[config.mk]
export PLATFORM = sky130hd
export DESIGN_NAME = sdr10_recoder
export DESIGN_NICKNAME = d
export VERILOG_FILES = /design/src/rtl/sdr10_pkg.sv /design/src/rtl/sdr10_digit.sv /design/src/rtl/sdr10_pipe.sv /design/src/rtl/sdr10_recoder.sv
export SDC_FILE = /design/constraint.sdc
export NUM_CORES = 1
export LEC_CHECK = 0
export CELL_PAD_IN_SITES_DETAIL_PLACEMENT = 0
export CELL_PAD_IN_SITES_GLOBAL_PLACEMENT = 1
export CORE_MARGIN = 4
export CORE_UTILIZATION = 40
export CTS_BUF_LIST = sky130_fd_sc_hd__clkbuf_4
export DETAILED_ROUTE_END_ITERATION = 8
export GPL_ROUTABILITY_DRIVEN = 0
export PLACE_DENSITY_LB_ADDON = 0.1
export SYNTH_ARGS = -nofsm -noshare
export SYNTH_HDL_FRONTEND = slang
export SYNTH_SLANG_ARGS = --single-unit
[constraint.sdc]
create_clock -name clk -period 2.1 [get_ports clk]
set_input_delay 0.21 -clock clk [delete_from_list [all_inputs] [get_ports clk]]
set_output_delay 0.21 -clock clk [all_outputs]
set_load 0.02 [all_outputs]
[src/rtl/sdr10_pkg.sv]
package sdr10_pkg;
  localparam int BCD_W = 4;
  localparam int MAG_W = 5;

  typedef logic [BCD_W-1:0] bcd_t;
  typedef logic [MAG_W-1:0] mag_t;

  // transfer out of a digit: set for codes 5 and up (invalid codes included)
  function automatic logic xfer_of(input bcd_t y);
    return y[3] | (y[2] & (y[1] | y[0]));
  endfunction
endpackage

[src/rtl/sdr10_digit.sv]
module sdr10_digit
  import sdr10_pkg::*;
(
  input  bcd_t dig_in,
  input  logic xfer_in,
  output logic xfer_out,
  output mag_t mag,
  output logic neg,
  output logic bad
);
  logic [4:0] y_ext;
  logic [4:0] abs_val;

  assign xfer_out = xfer_of(dig_in);
  assign bad      = (dig_in > 4'd9);
  assign y_ext    = {1'b0, dig_in};

  // absolute value of y + xfer_in - 10*xfer_out
  always_comb begin
    if (xfer_out) abs_val = 5'd10 - y_ext - {4'b0, xfer_in};
    else          abs_val = y_ext + {4'b0, xfer_in};
  end

  always_comb begin
    mag = '0;
    if (!bad) begin
      case (abs_val)
        5'd1:    mag = 5'b00001;
        5'd2:    mag = 5'b00010;
        5'd3:    mag = 5'b00100;
        5'd4:    mag = 5'b01000;
        5'd5:    mag = 5'b10000;
        default: mag = 5'b00000;
      endcase
    end
  end

  // negative only for a real nonzero digit that gave a transfer away
  assign neg = xfer_out & ~bad & (abs_val != 5'd0);
endmodule

[src/rtl/sdr10_pipe.sv]
module sdr10_pipe #(
  parameter int W       = 8,
  parameter bit REG_OUT = 1'b1
) (
  input  logic         clk,
  input  logic         rst_n,
  input  logic         in_valid,
  output logic         in_ready,
  input  logic [W-1:0] in_data,
  output logic         out_valid,
  input  logic         out_ready,
  output logic [W-1:0] out_data
);
  generate
    if (REG_OUT) begin : g_reg
      logic         v_q;
      logic [W-1:0] d_q;

      assign in_ready  = !v_q || out_ready;
      assign out_valid = v_q;
      assign out_data  = d_q;

      always_ff @(posedge clk or negedge rst_n) begin
        if (!rst_n) begin
          v_q <= 1'b0;
          d_q <= '0;
        end else if (in_ready) begin
          v_q <= in_valid;
          if (in_valid) d_q <= in_data;
        end
      end

      AST_STALL_HOLDS: assert property (@(posedge clk) disable iff (!rst_n)
        (out_valid && !out_ready) |=> (out_valid && $stable(out_data))) else $error("stall hold");

      AST_ACCEPT_LANDS: assert property (@(posedge clk) disable iff (!rst_n)
        (in_valid && in_ready) |=> (out_valid && out_data == $past(in_data))) else $error("accept");
    end else begin : g_comb
      logic unused_clkrst;
      assign unused_clkrst = clk ^ rst_n;
      assign in_ready  = out_ready;
      assign out_valid = in_valid;
      assign out_data  = in_data;
    end
  endgenerate
endmodule

[src/rtl/sdr10_recoder.sv]
module sdr10_recoder
  import sdr10_pkg::*;
#(
  parameter int DIGITS  = 16,
  parameter bit REG_OUT = 1'b1
) (
  input  logic                         clk,
  input  logic                         rst_n,
  input  logic                         in_valid,
  output logic                         in_ready,
  input  logic [BCD_W*DIGITS-1:0]      in_bcd,
  output logic                         out_valid,
  input  logic                         out_ready,
  output logic [MAG_W*(DIGITS+1)-1:0]  out_mag,
  output logic [DIGITS:0]              out_neg,
  output logic [DIGITS-1:0]            out_bad
);
  localparam int OUT_D  = DIGITS + 1;
  localparam int MAG_TW = MAG_W * OUT_D;
  localparam int PW     = MAG_TW + OUT_D + DIGITS;

  logic [DIGITS:0]       xfer;
  logic [MAG_TW-1:0]     raw_mag;
  logic [DIGITS:0]       raw_neg;
  logic [DIGITS-1:0]     raw_bad;
  logic                  top_xfer_unused;
  logic                  top_bad_unused;
  logic [PW-1:0]         pipe_out;

  assign xfer[0] = 1'b0;

  generate
    for (genvar i = 0; i < DIGITS; i++) begin : g_dig
      sdr10_digit u_dig (
        .dig_in   (in_bcd[BCD_W*i +: BCD_W]),
        .xfer_in  (xfer[i]),
        .xfer_out (xfer[i+1]),
        .mag      (raw_mag[MAG_W*i +: MAG_W]),
        .neg      (raw_neg[i]),
        .bad      (raw_bad[i])
      );
    end
  endgenerate

  // extra top digit: a zero digit receiving the last transfer
  sdr10_digit u_top (
    .dig_in   ('0),
    .xfer_in  (xfer[DIGITS]),
    .xfer_out (top_xfer_unused),
    .mag      (raw_mag[MAG_W*DIGITS +: MAG_W]),
    .neg      (raw_neg[DIGITS]),
    .bad      (top_bad_unused)
  );

  sdr10_pipe #(.W(PW), .REG_OUT(REG_OUT)) u_pipe (
    .clk       (clk),
    .rst_n     (rst_n),
    .in_valid  (in_valid),
    .in_ready  (in_ready),
    .in_data   ({raw_bad, raw_neg, raw_mag}),
    .out_valid (out_valid),
    .out_ready (out_ready),
    .out_data  (pipe_out)
  );

  assign out_mag = pipe_out[MAG_TW-1:0];
  assign out_neg = pipe_out[MAG_TW +: OUT_D];
  assign out_bad = pipe_out[MAG_TW+OUT_D +: DIGITS];

  generate
    for (genvar i = 0; i < OUT_D; i++) begin : g_chk
      AST_MAG_ONEHOT: assert property (@(posedge clk) disable iff (!rst_n)
        $onehot0(out_mag[MAG_W*i +: MAG_W])) else $error("mag onehot");
      AST_NO_NEG_ZERO: assert property (@(posedge clk) disable iff (!rst_n)
        out_neg[i] |-> (out_mag[MAG_W*i +: MAG_W] != '0)) else $error("neg zero");
    end
    for (genvar i = 0; i < DIGITS; i++) begin : g_bad
      AST_BAD_SILENT: assert property (@(posedge clk) disable iff (!rst_n)
        out_bad[i] |-> (out_mag[MAG_W*i +: MAG_W] == '0 && !out_neg[i])) else $error("bad");
    end
  endgenerate

  AST_TOP_SMALL: assert property (@(posedge clk) disable iff (!rst_n)
    (!out_neg[DIGITS] && out_mag[MAG_W*DIGITS +: MAG_W] <= 5'd1)) else $error("top");
endmodule

==> impl_metrics.py, run 1 <==
metrics = {
    "status": {
        "status": "complete, but fails checks",
        "violations": "negative setup slack",
    },
    "grt": {
        "top_usage_layer": "met2",
        "first_global_vias": 8271,
        "grt_util_met1_pct": 28.1,
        "grt_pass1_wl_um": 40700,
        "met3_usage_pct": 4.64,
        "overflow": 0,
        "grt_max_degree": 115,
        "grt_antenna_before_repair": 1,
        "use_met2_pct": 34.2,
        "grt_usage_pct": 20.8,
    },
    "die": {
        "initial_utilization_pct": 40.6,
        "die_w_um": 154,
        "ios": 188,
        "fp.dieH_um": 154,
        "core-area_sq_mm": 0.0210,
        "rows": 53,
        "die_area_sq_mm": 0.0237,
    },
    "power_and_ir_drop": {
        "p_per_area_mw_per_mm2": 538,
        "p_total_mw": 7.01,
        "leakage_nw": 5.98,
        "peakVddDrop_v": 0.000380,
    },
    "logic_synthesis": {
        "ys_seq_elements": 114,
        "ys.flop_type": "dfrtp_1",
        "synth_cell_types": 63,
        "synthesis.instances": 877,
        "ys_seq_area_share_pct": 33.5,
        "async_flop_share_pct": 100,
        "ys_warn_count": 0,
        "syn_area_per_cell_sq_um": 9.71,
        "synth_edf_count": 0,
        "syn_area_sq_mm": 0.00851,
    },
    "routing": {
        "postRouteAntennaNets": 0,
        "wl_um": 24700,
        "wire_per_inst_um": 16.1,
        "vias": 8094,
        "drc_errors": 0,
        "dr.first_iter.drc_count": 332,
        "viasPerCell": 5.29,
        "first_pass_iters": 5,
    },
    "critical_path": {
        "path_cells": "clkdlybuf4s50_1, nor2b_4, nor2_4, inv_1, ha_2, ha_4, or4b_1, a21oi_4, o22ai_2, o41ai_2",
        "cp.buffers_inverters": 2,
        "crit_path_max_incr_delay_ps": 570,
        "critPathRequiredTime_ps": 2550,
        "cpMaxStageDelayCell": "or4b_1",
        "cp.arrival_ps": 2570,
        "crit_path_end_kind": "flip-flop",
        "crit_path_start_kind": "input pin",
        "critPathKind": "in -> reg",
        "cp_top_family": "simple AND/OR/NAND/NOR gates",
        "crit_fanout": 2,
    },
    "clocking": {
        "numCtsBuffers": 17,
        "clk_pin_slew_ps": 110,
        "cts_tree": "done",
        "clock_path_buffers": 2,
        "clk_latency_ps": 550,
        "cts_root_buffer": "clkbuf_4",
        "cts_max_level": 4,
        "clkSinkCount": 114,
    },
    "timing": {
        "setup_violations": 1,
        "tightest_slew_ps": 620,
        "hold_viol_final": 0,
        "period_needed_ps": 2110,
        "worst_slack_ps": -13.5,
        "fmax_ghz": 0.473,
        "post-route-period-util_pct": 101,
        "rsz0062_at_grt": "yes",
        "drv_slew": 0,
        "relSlewSlack_pct": 58.7,
        "clock_skew_ps": 8.86,
    },
    "hold_path": {
        "hp-class": "in -> async",
    },
    "cells_and_area": {
        "final_nets": 1416,
        "layout-drive-gt1-share_pct": 28.3,
        "final_util_pct": 62.2,
        "mostFrequentLayoutCell": "buf_4",
        "mostFrequentLayoutCells": "buf_4 (185), clkdlybuf4s50_1 (159), dfrtp_1 (114), inv_1 (85), ha_1 (75)",
        "synthToLayoutAreaGrowth_pct": 53.1,
        "final_cells": 1529,
    },
    "placed_design": {
        "placed_cells": 1492,
        "portBuffers": 182,
        "dpl.hpwl_um": 19300,
        "preCtsSetupSlack_ps": -863,
    },
    "job": {
        "cap_violations": 0,
    },
}
## cells by family (layout without fill, tap and decap cells)
kind of cell             count (synthesis)  count (layout)  share of synthesized area (%)
AND/OR/NAND/NOR                        196             196                           12.3
AO/OA/AOI/OAI                          288             288                           25.8
buffers and inverters                  129             500                           6.25
XOR/XNOR                                13              13                           1.34
multiplexers                            27              27                           3.40
flip-flops                             114             114                           33.5
adder cells (fa/ha/maj)                109             109                           17.3
other                                    1               7                         0.0441
## registers in the layout (all words and copies together) (netlist names)
register,cells
u_pipe.out_data,113
u_pipe.out_valid,1
## final timing paths
check	startpoint	slack, ps	cells after the start	endpoint
min reg2reg	u_pipe.out_data[29]	490	2	u_pipe.out_data[29]
min	rst_n	270	3	u_pipe.out_data[13]
max reg2reg	u_pipe.out_valid	360	5	u_pipe.out_data[29]
max in group asynchronous	rst_n	1380	3	u_pipe.out_data[72]
min in group clk	in_bcd[0]	270	3	u_pipe.out_data[3]
max	in_bcd[2]	-10	10	u_pipe.out_data[9]
## stage by stage
stage / hold slack (ps) / setup TNS [ps] / area [sq um]
after floorplan: -85.6 / -119 / 8930
after global placement: 357 / -46250 / 12400
after detailed placement: 361 / -47780 / 12400
after CTS: 228 / -6.30 / 12700
after global routing: 248 / -79.3 / 13000
final: 266 / -13.5 / 13000
## timing repair
item                                    CTS  global route
hold endpoints to repair                114             0
hold buffers                              1             0
buffers inserted                          1             1
cloned                                    0             0
endpoints found under the setup margin    9            60
pin swaps                                 5            30
gates resized for setup                   6            69
## metal layers
layer	vias to the layer above	wire length, um
li1	4033	-
met1	3897	11800
met2	145	11600
met3	19	1020
met4	0	262
met5	-	0
## cells in the mapped netlist (7+ instances only)
cell         n  share of area [%]
a2bb2oi_1   13                1.3
buf_2       11               0.65
clkbuf_1    13               0.57
o21a_1      31                2.7
or3_1        8               0.59
a2111oi_0    9               0.93
nor2b_1      8               0.59
nor2_1      31                1.4
a21o_1      10               0.88
nor3_1      25                1.5
o41ai_1     17                1.7
dfrtp_1    114                 34
a32o_1      58                6.8
xnor2_1      7               0.72
a211oi_1    20                1.8
nand2_1     54                2.4
a21oi_1     36                2.1
nor3b_1      8               0.71
inv_1       96                4.2
o21ai_0     45                2.6
mux2_2      15                2.0
mux2i_1     12                1.4
nand2b_1     8               0.59
ha_1        94                 14
nor4b_1     12                1.2
nand3_1     16               0.94
fa_1        15                3.5
## power breakdown
group	total, mW	switching, mW	internal, mW
Clock	1.89	0.941	0.952
Sequential	2.48	0.117	2.37
Combinational	2.63	1.34	1.29
## worst min-delay path, cell delays in order
cell	delay, ps
dlygate4sd3_1	520
buf_4	110
buf_12	460
## cell type report
cell class,instances,area [sq um]
Fill cell,1851,7930
Multi-Input combinational cell,638,5770
Timing Repair Buffer,372,3350
Sequential cell,114,2850
Inverter,96,383
Tap cell,275,344
Clock inverter,14,188
Clock buffer,18,135
Antenna cell,2,5.00
Power figures use the tool's default switching activity.
==> inputs of run 2 (changes only) <==
ABC_AREA = 1   (was unset)
CORE_MARGIN = unset   (was 4)
CORE_UTILIZATION = 38   (was 40)
==> run 2 against run 1 <==
Against the previous run: the run now ends clean; non-clock buffer count down 25; clock power down 33%; routed wire length down 11%; combinational power down 12%; final cell count up 16%; via count down 0.26%; cell area down 8.1%; power down 14%; clock skew up 9.4 ps; first-iteration DRC count down 8.1%.
==> impl_metrics.py, run 2 <==
metrics = {
    "status": {
        "status": "completed",
    },
    "cells_and_area": {
        "multi_input_area_sq_mm": 0.00497,
        "layout-drive-gt1-share_pct": 17.3,
        "seqCellArea_sq_mm": 0.00285,
        "nFillCells": 2037,
        "synthToLayoutAreaGrowth_pct": 43.2,
        "final_nets": 1665,
        "mostFrequentLayoutCells": "nand2_1 (414), clkdlybuf4s50_1 (179), buf_4 (161), inv_1 (117), dfrtp_1 (114)",
        "largest_register_ffs": 113,
        "mostFrequentLayoutCell": "nand2_1",
        "final_util_pct": 56.3,
    },
    "die": {
        "ios": 188,
        "fp.dieH_um": 150,
        "die_w_um": 150,
        "core-area_sq_mm": 0.0213,
        "initial_utilization_pct": 39.3,
        "rows": 53,
        "die_area_sq_mm": 0.0226,
    },
    "routing": {
        "wl_um": 22000,
        "vias": 8073,
        "drc_errors": 0,
        "viasPerCell": 4.55,
        "first_pass_iters": 5,
        "wire_per_inst_um": 12.4,
        "postRouteAntennaNets": 0,
        "dr.first_iter.drc_count": 305,
    },
    "grt": {
        "grt_max_degree": 115,
        "grt_usage_pct": 20.5,
        "overflow": 0,
        "first_global_vias": 7904,
        "grt_pass1_wl_um": 36700,
        "grt_antenna_before_repair": 1,
    },
    "timing": {
        "clock_skew_ps": 18.3,
        "tns_ps": 0,
        "relSlewSlack_pct": 50.4,
        "post-route-period-util_pct": 93.9,
        "rsz0062_at_grt": "yes",
        "period_needed_ps": 1970,
        "drv_slew": 0,
        "setup_violations": 0,
        "fmax_ghz": 0.507,
        "hold_viol_final": 0,
        "tightest_slew_ps": 744,
    },
    "critical_path": {
        "r2r_slack_ps": 590,
        "cpMaxStageDelayCell": "clkdlybuf4s50_1",
        "worstReg2RegStart": "u_pipe.out_valid",
        "critPathRequiredTime_ps": 2550,
        "r2r_cells": 10,
        "path_cells": "clkdlybuf4s50_1, inv_2, ha_4, o21ai_4, inv_1, ha_1, ha_1, inv_1, fa_1, o21ai_2, nand2_1, o21ai_2",
        "crit_fanout": 2,
        "reg2reg_to": "u_pipe.out_data[64]",
        "crit_path_max_incr_delay_ps": 490,
        "crit_path_end_kind": "flip-flop",
        "cp.arrival_ps": 2420,
        "critPathKind": "in -> reg",
        "crit_path_start_kind": "input pin",
    },
    "power_and_ir_drop": {
        "peakVddDrop_v": 0.000262,
        "p_total_mw": 6.05,
        "leakage_nw": 6.27,
        "p_per_area_mw_per_mm2": 505,
    },
    "clocking": {
        "cts_max_level": 4,
        "cts_root_buffer": "clkbuf_4",
        "numCtsBuffers": 17,
        "clk_latency_ps": 530,
        "clk_pin_slew_ps": 100,
        "clock_path_buffers": 2,
        "clkSinkCount": 114,
        "cts_tree": "done",
    },
    "logic_synthesis": {
        "syn_area_per_cell_sq_um": 7.36,
        "synthesis.instances": 1136,
        "syn_area_sq_mm": 0.00836,
        "ys_seq_area_share_pct": 34.1,
        "async_flop_share_pct": 100,
        "synth_most_common_cell": "nand2_1",
        "ys_seq_elements": 114,
        "ys.flop_type": "dfrtp_1",
        "synth_top_cell_area_share_pct": 34.1,
        "synth_common_cells": "nand2_1 (417), inv_1 (120), dfrtp_1 (114), ha_1 (94), nor2_1 (86)",
        "ys_warn_count": 0,
        "synth_cell_types": 31,
        "yosys.area.top_type": "dfrtp_1",
        "synth_edf_count": 0,
        "synth_area_leaders": "dfrtp_1 (34%), nand2_1 (19%), ha_1 (14%)",
    },
    "placed_design": {
        "dpl.hpwl_um": 16800,
        "portBuffers": 182,
    },
    "job": {
        "cap_violations": 0,
    },
    "hold_path": {
        "hp-class": "in -> async",
    },
}
-- run 2: logic make-up after synthesis --
logic type | after synthesis | synth area share [%]
compound gates | 135 | 9.26
other cells | 1 | 0.0448
simple gates | 596 | 28.8
xor+xnor | 26 | 2.72
buf+inv | 155 | 7.39
fa+ha+maj | 109 | 17.7
flops | 114 | 34.1
-- run 2: final cells by class --
type,instances,share of cell area (%)
antenna,1,0.0209
clock buffer,17,1.07
clock inverter,11,0.428
inverter,137,4.30
multi-input combinational,871,41.5
sequential,114,23.8
tap,275,2.87
timing repair buffer,347,26.0
-- run 2: per-layer routing --
layer	wire, um	track usage (%)	up-vias
met2	9820	33.0	157
met1	10600	27.1	3621
li1	-	-	4275
met5	0	0	-
met3	1230	4.94	20
met4	308	6.11	0
-- run 2: repair_timing --
action                     4_1_cts  5_1_grt
setup endpoints to repair        0       25
hold endpoints to repair       114        0
setup buffers                    0        2
hold buffers                     1        0
gates resized for setup          0       23
-- run 2: power breakdown --
part	switching (mW)	total, mW	internal [mW]
Clock	0.862	1.27	0.409
Sequential	0.103	2.47	2.37
Combinational	1.25	2.31	1.06
Total	2.22	6.05	3.84
-- run 2: stage by stage --
step           hold slack (ps)  setup slack [ps]  std cells  cell area [sq um]
2_1_floorplan            -85.6              77.5       1140               8380
5_1_grt                    297             -27.3       1773              12000
3_5_place_dp               345              -504       1741              11700
3_3_place_gp               341              -477       1741              11700
4_1_cts                    275              97.7       1770              11900
6_report                   209               128       1773              12000
-- run 2: worst max path at each step --
stage	from	to	slack, ps	cells past startpoint
finish	in_bcd[0]	u_pipe.out_data[8]	130	12
global route	in_bcd[40]	u_pipe.out_data[96]	-30	15
CTS	in_bcd[0]	u_pipe.out_data[8]	100	12
detailed placement	in_bcd[40]	u_pipe.out_data[96]	-500	15
global placement	in_bcd[40]	u_pipe.out_data[96]	-480	15
floorplan	in_bcd[0]	u_pipe.out_data[6]	80	12
-- run 2: worst max-delay path: cells and delay by family --
kind            cells  cell delay (ps)
buf+inv             4              670
simple gates        1              120
fa+ha+maj           4              950
compound gates      3              450
==> inputs of run 3 (changes only) <==
GPL_ROUTABILITY_DRIVEN = unset   (was 0)
==> results of run 3 <==
No change in the layout: final DEF, timing and power equal those of run 2.
